<file path="src/rtl/qsr_pkg.sv">
package qsr_pkg;
  localparam int LANES = 4;
  localparam int LSW   = 2;
  typedef logic [LSW-1:0] lane_t;
endpackage

</file>
<file path="src/rtl/qsr_bank.sv">
module qsr_bank #(
  parameter int W  = 32,
  parameter int AW = 3
) (
  input  logic          clk,
  input  logic          we,
  input  logic [AW-1:0] waddr,
  input  logic [W-1:0]  wdata,
  input  logic [AW-1:0] raddr,
  output logic [W-1:0]  rdata
);
  localparam int ENTRIES = 2 ** AW;
  logic [W-1:0] mem [ENTRIES];

  always_ff @(posedge clk) begin
    if (we) mem[waddr] <= wdata;
  end

  assign rdata = mem[raddr];
endmodule

</file>
<file path="src/rtl/qsr_wr_ctrl.sv">
module qsr_wr_ctrl
  import qsr_pkg::*;
#(
  parameter int DEPTH = 4,
  parameter int AW    = $clog2(DEPTH)
) (
  input  logic          clk,
  input  logic          rst_n,
  input  logic          in_valid,
  input  logic          in_sof,
  output logic          we,
  output logic [AW-1:0] beat,
  output lane_t         rot,
  output logic          page,
  output logic          busy,
  output logic [AW-1:0] cnt,
  output logic          frame_done
);
  localparam int QSH = AW - 2;

  logic          busy_q, busy_d;
  logic [AW-1:0] cnt_q, cnt_d;
  logic          page_q, page_d;

  always_comb begin
    we         = in_valid & (in_sof | busy_q);
    beat       = in_sof ? '0 : cnt_q;
    rot        = lane_t'(beat >> QSH);
    frame_done = we && (beat == AW'(DEPTH - 1));
    cnt_d      = cnt_q;
    busy_d     = busy_q;
    page_d     = page_q;
    if (frame_done) begin
      cnt_d  = '0;
      busy_d = 1'b0;
      page_d = ~page_q;
    end else if (we) begin
      cnt_d  = beat + AW'(1);
      busy_d = 1'b1;
    end
  end

  always_ff @(posedge clk or negedge rst_n) begin
    if (!rst_n) begin
      busy_q <= 1'b0;
      cnt_q  <= '0;
      page_q <= 1'b0;
    end else if (we) begin
      busy_q <= busy_d;
      cnt_q  <= cnt_d;
      page_q <= page_d;
    end
  end

  assign page = page_q;
  assign busy = busy_q;
  assign cnt  = cnt_q;
endmodule

</file>
<file path="src/rtl/qsr_rd_ctrl.sv">
module qsr_rd_ctrl #(
  parameter int DEPTH = 4,
  parameter int AW    = $clog2(DEPTH)
) (
  input  logic          clk,
  input  logic          rst_n,
  input  logic          start,
  input  logic          start_page,
  output logic          valid,
  output logic [AW-1:0] idx,
  output logic          page
);
  logic          busy_q, busy_d;
  logic [AW-1:0] idx_q, idx_d;
  logic          page_q, page_d;
  logic          en;

  always_comb begin
    busy_d = busy_q;
    idx_d  = idx_q;
    page_d = page_q;
    if (start) begin
      busy_d = 1'b1;
      idx_d  = '0;
      page_d = start_page;
    end else if (busy_q) begin
      if (idx_q == AW'(DEPTH - 1)) busy_d = 1'b0;
      idx_d = idx_q + AW'(1);
    end
    en = start | busy_q;
  end

  always_ff @(posedge clk or negedge rst_n) begin
    if (!rst_n) begin
      busy_q <= 1'b0;
      idx_q  <= '0;
      page_q <= 1'b0;
    end else if (en) begin
      busy_q <= busy_d;
      idx_q  <= idx_d;
      page_q <= page_d;
    end
  end

  assign valid = busy_q;
  assign idx   = idx_q;
  assign page  = page_q;
endmodule

</file>
<file path="src/rtl/quad_stride_reorder.sv">
module quad_stride_reorder
  import qsr_pkg::*;
#(
  parameter int FRAME_PTS = 16,
  parameter int SAMPLE_W  = 32
) (
  input  logic                      clk,
  input  logic                      rst_n,
  input  logic                      in_valid,
  input  logic                      in_sof,
  input  logic [LANES*SAMPLE_W-1:0] in_data,
  output logic                      out_valid,
  output logic [LANES*SAMPLE_W-1:0] out_data
);
  localparam int DEPTH = FRAME_PTS / LANES;
  localparam int AW    = $clog2(DEPTH);
  localparam int QSTR  = DEPTH / LANES;

  // reset: asynchronous assert, synchronous release
  logic [1:0] rst_sync_q;
  logic       rst_sync_n;
  always_ff @(posedge clk or negedge rst_n) begin
    if (!rst_n) rst_sync_q <= 2'b00;
    else        rst_sync_q <= {rst_sync_q[0], 1'b1};
  end
  assign rst_sync_n = rst_sync_q[1];

  logic          wr_en, wr_page, wr_busy, frame_done;
  logic [AW-1:0] wr_beat, wr_cnt;
  lane_t         wr_rot;
  logic          rd_valid, rd_page;
  logic [AW-1:0] rd_idx;

  qsr_wr_ctrl #(.DEPTH(DEPTH), .AW(AW)) u_wr (
    .clk(clk), .rst_n(rst_sync_n), .in_valid(in_valid), .in_sof(in_sof),
    .we(wr_en), .beat(wr_beat), .rot(wr_rot), .page(wr_page),
    .busy(wr_busy), .cnt(wr_cnt), .frame_done(frame_done)
  );

  qsr_rd_ctrl #(.DEPTH(DEPTH), .AW(AW)) u_rd (
    .clk(clk), .rst_n(rst_sync_n), .start(frame_done), .start_page(wr_page),
    .valid(rd_valid), .idx(rd_idx), .page(rd_page)
  );

  lane_t         rd_lane;
  logic [AW-1:0] rd_quad;
  assign rd_lane = lane_t'(rd_idx);
  assign rd_quad = rd_idx >> 2;

  logic [SAMPLE_W-1:0] bank_rd [LANES];

  for (genvar b = 0; b < LANES; b++) begin : g_bank
    lane_t               src_lane;
    lane_t               grp_pos;
    logic [SAMPLE_W-1:0] wdata;
    logic [AW:0]         waddr, raddr;

    assign src_lane = lane_t'(b) - wr_rot;
    assign wdata    = in_data[src_lane*SAMPLE_W +: SAMPLE_W];
    assign waddr    = {wr_page, wr_beat};
    assign grp_pos  = lane_t'(b) - rd_lane;
    assign raddr    = {rd_page, rd_quad + AW'(grp_pos) * AW'(QSTR)};

    qsr_bank #(.W(SAMPLE_W), .AW(AW + 1)) u_bank (
      .clk(clk), .we(wr_en), .waddr(waddr), .wdata(wdata),
      .raddr(raddr), .rdata(bank_rd[b])
    );
  end

  for (genvar j = 0; j < LANES; j++) begin : g_out
    lane_t src_bank;
    assign src_bank = rd_lane + lane_t'(j);
    assign out_data[j*SAMPLE_W +: SAMPLE_W] = bank_rd[src_bank];
  end

  assign out_valid = rd_valid;
endmodule

</file>
<file path="config.mk">
export PLATFORM = sky130hd
export DESIGN_NAME = quad_stride_reorder
export DESIGN_NICKNAME = d
export VERILOG_FILES = /design/src/rtl/qsr_pkg.sv /design/src/rtl/qsr_bank.sv /design/src/rtl/qsr_wr_ctrl.sv /design/src/rtl/qsr_rd_ctrl.sv /design/src/rtl/quad_stride_reorder.sv
export SDC_FILE = /design/constraint.sdc
export NUM_CORES = 1
export LEC_CHECK = 0
export CORE_MARGIN = 3
export CORE_UTILIZATION = 55
export CTS_CLUSTER_DIAMETER = 120
export DETAILED_ROUTE_END_ITERATION = 8
export DONT_BUFFER_PORTS = 1
export GPL_TIMING_DRIVEN = 1
export PLACE_DENSITY = 0.7
export SETUP_SLACK_MARGIN = 0.05
export SYNTH_ARGS = -nofsm -noshare
export SYNTH_HDL_FRONTEND = slang
export SYNTH_SLANG_ARGS = --single-unit
</file>
<file path="constraint.sdc">
create_clock -name clk -period 3.5 [get_ports clk]
set_clock_uncertainty 0.1 [all_clocks]
set_input_delay 0.7 -clock clk [delete_from_list [all_inputs] [get_ports clk]]
set_output_delay 0.7 -clock clk [all_outputs]
set_load 0.05 [all_outputs]
</file>
-- Yosys cells after proc, flatten, opt, wreduce, memory -nomap -nowiden
Memories as Yosys holds them, arrays and structs flattened.
Cells that the tools add are included.
- register bits after elaboration: 10
- RAM bits: 1024
- bits of input ports: 132
- output and inout port bits: 129
- logic and storage cells: 68
- memories: 4
- memories (name ; depth ; width ; read ports ; clocked after Yosys merged registers in ; write ports ; line ; source):
    g_bank[0].u_bank.mem ; 8 ; 32 ; 1 ; 0 ; 1 ; qsr_bank.sv:13 ; logic [W-1:0] mem [ENTRIES];
    g_bank[1].u_bank.mem ; 8 ; 32 ; 1 ; 0 ; 1 ; qsr_bank.sv:13 ;
    g_bank[2].u_bank.mem ; 8 ; 32 ; 1 ; 0 ; 1 ; qsr_bank.sv:13 ;
    g_bank[3].u_bank.mem ; 8 ; 32 ; 1 ; 0 ; 1 ; qsr_bank.sv:13 ;
- $add $sub $neg: 12
- $lt $le $gt $ge: 4
- equality and inequality tests: 2
- shift-type cells: 4
- muxes and demuxes: 22
- bitwise logic cells: 8
- reductions and logical operators: 5
- operators with widths (kind ; number):
    $shiftx 128x8->32 ; 4
    $bmux 32 s2 ; 4
    $mux 32 ; 8
    $ge 3x3->1 const B ; 4
    $not 2->3 ; 4
    $mux 2 ; 4
    $sub 1x2->2 const A ; 4
    $sub 2x2->2 const A ; 4
    $mux 1 ; 6
    $reduce_and 2->1 ; 3
    $add 2x1->2 const B ; 2
    $add 2x2->2 const B ; 2
    $eq 2x2->1 const B ; 2
    $or 1x1->1 ; 2
    $reduce_bool 2->1 ; 1
    $and 1x1->1 ; 1
    $logic_and 1x1->1 ; 1
    $not 1->1 ; 1

-- Longest topological paths before layout
Gate-level depths: netlist of run 1.
- depth in word-level cells: 5
- mapped depth: 10
- depth with buffers taken out: 5

-- By module
Synthesis of run 1 repeated with hierarchy kept, for this count alone.
- cells, all modules: 1883
- area, all modules: 45979.1 um^2
- modules (own cells, without submodules) (module ; instances ; cells an instance ; area each (um^2) ; seq. area each (um^2)):
    qsr_bank ; 4 ; 383 ; 9825.7 ; 7687.4
    quad_stride_reorder ; 1 ; 321 ; 6301.0 ; 50.0
    qsr_wr_ctrl ; 1 ; 18 ; 209.0 ; 100.1
    qsr_rd_ctrl ; 1 ; 12 ; 166.4 ; 100.1

-- Worst setup path before layout of run 1
Ideal clock, no wire load.
- kind: input to register
- from: in in_sof
- to: mem g_bank[0].u_bank.mem[1][0], enable pin
- library setup time: 0.773 ns
- data arrival time: 10.270 ns
- required time: 2.627 ns
- slack: -7.642 ns
- stages: 6
- buffers on the path: 2
- cells stage by stage: nand2b_1 > inv_1 > buf_2 > buf_2 > nand2_1 > nor3_1
- word-level cells in the longest chain between the ends: 4
- elaborated cells between the ends (all ways): 5
- classes of those cells: 3 x mux; 2 x bitwise
- RTL lines (what ; line ; source):
    start, declared ; quad_stride_reorder.sv:10 ; input logic in_sof,
    $or 1x1->1 ; qsr_wr_ctrl.sv:26 ; we = in_valid & (in_sof | busy_q);
    $and 1x1->1 ; qsr_wr_ctrl.sv:26 ;
    $mux 1 ; qsr_bank.sv:16 ; if (we) mem[waddr] <= wdata;
    $mux 1 (implied by the code) ; qsr_bank.sv:16 ;
    end, declared ; qsr_bank.sv:13 ;
Several ways; a longest one is shown, not always the timed one.

-- Final worst setup path of run 1
- from: reg u_rd.idx_q[0], in the netlist u_rd.idx[0]
- to: out out_data[29]
- word-level cells in the longest chain between the ends: 5
- elaborated cells between the ends (all ways): 12
- classes of those cells: 4 x add/sub; 3 x mux; 1 x bitwise; 4 x memory
- RTL lines (what ; line ; source):
    start, declared ; qsr_rd_ctrl.sv:14 ; logic [AW-1:0] idx_q, idx_d;
    start signal, assigned ; qsr_rd_ctrl.sv:40 ; idx_q <= idx_d;
    $sub 2x2->2 / $sub 1x2->2 (equally long branches) ; quad_stride_reorder.sv:61 ; assign grp_pos = lane_t'(b) - rd_lane;
    $mem_v2 8x32 ; - ;
    $bmux 32 s2 (*) ; quad_stride_reorder.sv:73 ; assign out_data[j*SAMPLE_W +: SAMPLE_W] = bank_rd[src_bank];
    $mux 32 (implied by the code) (*) (2 in series) ; quad_stride_reorder.sv:73 ;
    end, declared ; quad_stride_reorder.sv:13 ; output logic [LANES*SAMPLE_W-1:0] out_data
Every way passes the cells marked *; elsewhere a longest branch is shown, timed or not. The select of a mux whose other input is x is not followed.

==> impl_results.md, run 1 <==
* EDFF count, synth at approximately 1000
* Max_cap viols at 0
* Clock transition at path regs at 0.06 ns
* Sequential share of the synthesized area at 0.707
* Violated checks: negative setup slack
* R2r endpoint: g_bank[0].u_bank.mem[4][26]
* Yosys top cell by area: edfxtp_1
* Worst Tran Pin Value at approximately 0.94 ns
* Drt total wl at 116 mm
* Main synth FF type: edfxtp_1
* Syn-to-layout area delta at 23.0%
* Min cycle time layout at about 3.8 ns
* Total I/O pin count at 261
* Synth Cell Area at 43800 um^2
* Setup ws final at -0.266 ns
* R2R depth at 5
* Kind of start point of the critical path: flop
* Max-slew violations at 0
* Htree depth at 3
* Syn_nets at 2317
* Number of global-route vias before repair at approximately 25000
* Outcome: finished, violations left
* Fraction of registers with async set/reset at 0.00967
* RSZ-0062 raised after global routing: true
* Post-Syn Area per Cell at 20.1 um^2
* Worst-Skew Late Latency at around 0.65 ns
* Clk buf depth at 3
* Critical Path AT at about 3.0 ns
* HP Class: reg -> async
* Initial antenna violation count at 2
* Drt initial violations at between 2000 and 3000
* Largest net degree at the start of global routing at between 100 and 150
* Initial cell density of the core at 0.560
* Mapped Cells at 2183
* Clk root buf: clkbuf_16
* Core area at 78200 um^2
* Synth top area share at 0.702
* Reg2reg setup slack at around 0.83 ns
* Clock Sinks at 1034
* Worst r2r src: u_wr.cnt[0]
* IO buf count at 0
* Distinct cells, synth at 40
* Dpl hpwl at between 50 and 60 mm
* CTS tree: yes
* Final setup viols at between 100 and 150
* Max Fclk at between 0.2 and 0.3 GHz
* DRT Pass-1 Iters at 7
* Final GP Congestion at 0.842
* Total Routing Usage GR at 0.281
* Worst Setup End Kind: output port
* Fin crit share at 1.08
* GR Overflow Total at 0
* FILL cells at 4640
* Routed len/inst at approximately 32 um
* Final hold violation count at 0
* Worst path required time at 2.70 ns
* Yosys reg bits at just over 1000
* Yosys warnings at 0
* CP max FO at 8
* Layout cell share with drive strength beyond 1 at 0.433
* Row Count at ~100
* Post-Place Worst Slack at 0.215 ns
* Final antenna-violating net count at 0
* Nets at between 2000 and 3000
* Die area at roughly 83000 um^2
* CTS Buf Count at 102
* Max_slew headroom at 0.373
* DIE HEIGHT at 288 um
* Critical path class: reg -> out
* Vias at 24200
* Top cells by area, synth: edfxtp_1 70%, mux4_2 19%, nand2_1 1.5%
* First-pass GRT wire length at between 150 and 200 mm
* Vias per Instance at just under 7
* Drt drc at 0
* Die width at between 200 and 300 um
==> Yosys cell counts (26+ instances only) <==
library cell / n
mux2i_1: 63
clkbuf_1: 38
edfxtp_1: 1024
nor2_1: 100
o21ai_0: 41
a21oi_1: 27
mux4_2: 372
a211oi_1: 26
mux2_2: 35
a31oi_1: 62
nand2_1: 171
buf_2: 76
==> repair_timing <==
action | CTS | global route
pin swaps | 44 | 64
cloned | 29 | 6
setup endpoints to repair | 128 | 124
hold endpoints to repair | 2 | 0
gates resized for setup | 292 | 204
buffers inserted | 59 | 53
hold buffers | 1 | 0
==> registers in the layout, indices dropped and copies added, names as in the netlist <==
signal,cells
u_wr.cnt,2
g_bank.u_bank.mem,1024
u_wr.page,1
u_wr.busy,1
u_rd.idx,2
u_rd.page,1
rst_sync_q,2
u_rd.valid,1
==> cell type report <==
class                      count  area [um^2]  area share
antenna                        1         2.50   0.0000464
clock buffer                 120         2680      0.0498
clock inverter                72          781      0.0145
inverter                       7         51.3    0.000951
multi-input combinational    991        13600       0.252
sequential                  1034        31000       0.575
tap                         1040         1300      0.0241
timing repair buffer         316         4520      0.0838
==> worst max-delay path, stage by stage, from the launching register on <==
cell and delay, ns:
dfrtp_4 0.51, ha_4 0.36, buf_6 0.13, buf_16 0.14
mux4_2 0.54, a22o_4 0.29, a21o_1 0.17, buf_6 0.15
==> cells in the final DEF, fill, tap and decap left out, types with 7 or more instances in the layout <==
master     Yosys  layout
edfxtp_1    1024    1024
mux4_2       372     372
nand2_1      171     142
clkbuf_16      0     111
buf_6          2     106
buf_4         21      93
mux2i_1       63      57
buf_12         1      57
nor2_1       100      54
mux2_2        35      31
a31oi_4        0      30
buf_16         0      29
nor2_4         0      28
clkinv_1       0      28
nand2_2        0      26
a31oi_1       62      20
o21ai_2        0      19
nor2_2         0      18
bufinv_16      0      17
clkinv_2       0      17
a21oi_1       27      15
clkbuf_1      38      15
a21o_4         0      13
o21ai_1        0      13
buf_8          0      13
a31oi_2        0      12
a21oi_2        0      12
a211oi_2       0      11
a22o_1        12      10
bufbuf_16      0      10
a211oi_4       0       9
o21ai_0       41       9
a22oi_2        0       8
o211ai_1       7       7
dfrtp_1       10       7
==> metal layers <==
layer / GRT usage / wire length [um] / vias to the layer above
li1: - / - / 9710
met1: 0.393 / 44100 / 12900
met2: 0.453 / 57900 / 1386
met3: 0.0536 / 10500 / 228
met4: 0.0906 / 3770 / 2
met5: 0 / 13 / -
==> cells by family (layout without fill, tap and decap cells) <==
logic type,Yosys count,after routing,share of synthesized area
AO/OA/AOI/OAI,215,215,0.0315
XOR/XNOR,3,3,0.000600
adder cells (fa/ha/maj),2,2,0.000571
buffers and inverters,158,515,0.0182
flip-flops,1034,1034,0.707
multiplexers,471,471,0.215
other,1,2,0.0000856
AND/OR/NAND/NOR,299,299,0.0269
==> how the worst max path moves through the flow <==
stage	from	to	slack (ns)	depth (start not counted)
detailed placement	u_rd.idx[0]	out_data[11]	0.21	7
floorplan	in_sof	g_bank[0].u_bank.mem[0][0]	-1.40	6
global placement	u_rd.idx[0]	out_data[13]	0.24	7
finish	u_rd.idx[0]	out_data[29]	-0.27	7
CTS	u_rd.idx[0]	out_data[121]	-0.28	9
global route	u_rd.idx[0]	out_data[1]	-0.34	8
==> metrics by stage <==
stage / hold WS (ns) / TNS, ns / util / area (um^2) / instances
after floorplan: -0.00536 / -920.21 / - / 44000 / 2183
after CTS: 0.0570 / -18.56 / 0.672 / 52600 / 3531
after global placement: 0.0471 / 0 / 0.594 / 46400 / 3250
after global routing: 0.0808 / -25.74 / 0.689 / 53900 / 3580
final: 0.0511 / -16.92 / 0.689 / 53900 / 3581
after detailed placement: 0.0515 / 0 / 0.594 / 46400 / 3250
Power of run 1 is not shown: default switching activity piles up to over one toggle a cycle in this logic, so the estimate is an artifact.
==> run 2, diff against run 1 <==
--- a/config.mk
+++ b/config.mk
@@ -11,7 +11,7 @@
 export DETAILED_ROUTE_END_ITERATION = 8
 export DONT_BUFFER_PORTS = 1
 export GPL_TIMING_DRIVEN = 1
-export PLACE_DENSITY = 0.7
+export PLACE_DENSITY_LB_ADDON = 0.05
 export SETUP_SLACK_MARGIN = 0.05
 export SYNTH_ARGS = -nofsm -noshare
 export SYNTH_HDL_FRONTEND = slang
==> impl_results.md, run 2 (same netlist as run 1, synthesis figures left out) <==
* R2R depth at 4 (-1)
* DRT Pass-1 Iters at 5 (-2)
* Most frequent cell on the critical path: buf_12
* Critical path origin: u_rd.idx[0]
* Vias at 23700 (-2.2%)
* FILL cells at 4977 (+7.3%)
* Maximum VDD drop at approximately 1100 uV
* Worst-Skew Late Latency at 0.65 ns (about the same)
* HP Class: reg -> async
* Worst r2r src: u_wr.cnt[1]
* CTS Buf Count at 102 (unchanged)
* GR Overflow Total at 0 (unchanged)
* Routed len/inst at 31.8 um (-1.9%)
* CP Cell Sequence: ha_4 > buf_12 > inv_4 > buf_16 > buf_4 > mux4_2 > a21oi_1 > a21o_1 > buf_12
* DIE HEIGHT at 288 um (unchanged)
* Setup ws final at -0.261 ns (+0.00515 ns)
* Vias per Instance at 6.66 (-1.6%)
* Largest net degree at the start of global routing at 92 (-11%)
* Final hold violation count at 0 (unchanged)
* First-pass GRT wire length at 166 mm (-1.7%)
* RSZ-0062 raised after global routing: true
* Max_cap viols at 0 (unchanged)
* Htree depth at 3 (unchanged)
* Initial cell density of the core at 0.560 (unchanged)
* Register area at 31000 um^2 (unchanged)
* Max reg flops at 1024 (unchanged)
* Final setup viols at 122 (+8.0%)
* CP max-delay cell: dfrtp_4
* Total Routing Usage GR at 0.276 (-0.00441)
* Row Count at 102 (unchanged)
* Total I/O pin count at 261 (unchanged)
* Die width at 288 um (unchanged)
* Largest Register: g_bank.u_bank.mem
* Drt drc at 0 (unchanged)
* Clk root buf: clkbuf_16
* Cell family with most CP delay: buffers and inverters
* Initial antenna violation count at 1 (-1)
* Worst path depth at 9 (+2)
* Critical Path End: out_data[14]
* Min cycle time layout at 3.76 ns (-0.00515 ns)
* CP max FO at 11 (+3)
* Clock transition at path regs at 0.07 ns (about the same)
* Final core occ at 0.679 (-0.00990)
* Die area at 83100 um^2 (unchanged)
* Drt total wl at 113 mm (-2.5%)
* Non-filler cells, final at 3559 (-0.61%)
* Critical path class: reg -> out
* IO buf count at 0 (unchanged)
* Fin crit share at 1.07 (-0.00147)
* Final antenna-violating net count at 0 (unchanged)
* R2r endpoint: g_bank[1].u_bank.mem[3][26]
* Outcome: finished, violations left
* # placed instances at 3276 (+0.80%)
* Footprint of the multi-input gates at 13200 um^2 (-3.1%)
* Leakage power at roughly 17 nW
* Max-slew violations at 0 (unchanged)
* WP buf/inv at 5 (+2)
* Nets at 2575 (-0.43%)
* Core area at 78200 um^2 (unchanged)
* Dpl hpwl at 61.0 mm (+2.5%)
* Violated checks: negative setup slack
* Syn-to-layout area delta at 21.3%
* Most frequent cells in the layout: 1024 x edfxtp_1, 372 x mux4_2, 159 x nand2_1
* Max_slew headroom at 0.400 (+0.0263)
* CP peak stage delay at 0.52 ns (-0.02 ns)
* Layout cell share with drive strength beyond 1 at 0.407 (-0.0260)
* Critical Path AT at 2.96 ns (about the same)
* Cell Pwr Density at between 1000 and 1500 nW/um^2
* Kind of start point of the critical path: flop
* Final GP Congestion at 0.846 (+0.48%)
* Worst path required time at 2.70 ns (about the same)
* Worst Setup End Kind: output port
* Clk buf depth at 3 (unchanged)
* Worst Tran Pin Value at 0.900 ns (-0.0394 ns)
* Number of global-route vias before repair at 24500 (-1.9%)
* Max Fclk at 0.266 GHz (+0.14%)
* Reg2reg setup slack at 0.81 ns (-0.02 ns)
* CTS tree: yes
* Clock Sinks at 1034 (unchanged)
* Drt initial violations at 2268 (-14%)
* Most common cell after layout, fill and taps aside: edfxtp_1
## run 2: cell types whose count changed in the layout (fill, tap and decap cells not counted), sizes merged
| cell | previous run | this run |
|---|---|---|
| buf | 299 | 285 |
| bufbuf | 10 | 17 |
| bufinv | 17 | 9 |
| clkbuf | 126 | 125 |
| clkinv | 46 | 44 |
| clkinvlp | 6 | 3 |
| inv | 10 | 9 |
## run 2: worst min path at each step
| stage | end | start | slack (ns) |
|---|---|---|---|
| 3_5_place_dp | u_wr.cnt[0] | rst_sync_q[1] | 0.05 |
| 6_report | u_rd.page | rst_sync_q[1] | 0.03 |
| 3_3_place_gp | u_rd.page | rst_sync_q[1] | 0.04 |
| 4_1_cts | u_rd.page | rst_sync_q[1] | 0.04 |
| 5_1_grt | u_rd.page | rst_sync_q[1] | 0.07 |
| 2_1_floorplan | u_rd.idx[0] | rst_sync_q[1] | -0.005 |
## run 2: timing repair
| action | CTS | global route |
|---|---|---|
| hold buffers | 1 | 0 |
| hold endpoints to repair | 2 | 0 |
| setup endpoints to repair | 128 | 128 |
| gates cloned | 28 | 2 |
| buffers inserted | 47 | 25 |
| pin swaps | 25 | 23 |
| gates resized for setup | 236 | 109 |
## run 2: through the flow
step	worst slack [ns]	hold slack, ns	setup TNS (ns)	power (mW)	cell area, um^2
final	-0.261	0.0274	-15.73	56.5	53200
after global routing	-0.310	0.0659	-24.21	58.5	53200
after CTS	-0.262	0.0433	-17.81	55.3	52400
after detailed placement	0.207	0.0487	0	39.5	46800
after global placement	0.242	0.0447	0	39.4	46800
after floorplan	-1.40	-0.00536	-920.21	31.7	44000
## run 2: per-layer routing
| layer | part of all wire | wire length, um | global-route usage | vias up |
|---|---|---|---|---|
| li1 | - | - | - | 9696 |
| met1 | 0.39 | 43600 | 0.380 | 12900 |
| met2 | 0.52 | 58900 | 0.468 | 1026 |
| met3 | 0.076 | 8600 | 0.0459 | 124 |
| met4 | 0.019 | 2140 | 0.0684 | 0 |
| met5 | 0 | 0 | 0 | - |
## run 2: final cells by class
| cell class | count | area share |
|---|---|---|
| Sequential cell | 1034 | 0.583 |
| Multi-Input combinational cell | 991 | 0.248 |
| Timing Repair Buffer | 305 | 0.0827 |
| Clock buffer | 123 | 0.0511 |
| Tap cell | 1040 | 0.0245 |
| Clock inverter | 58 | 0.00967 |
| Inverter | 7 | 0.000918 |
| Antenna cell | 1 | 0.0000471 |
## run 2: where the power goes
part / internal, mW / leakage, nW / switching [mW] / total, mW
combinational: 12.7 / 6.29 / 17.7 / 30.3
clock: 6.15 / 1.58 / 4.43 / 10.6
sequential: 15.3 / 9.41 / 0.311 / 15.6
(Power assumes the default switching activity.)
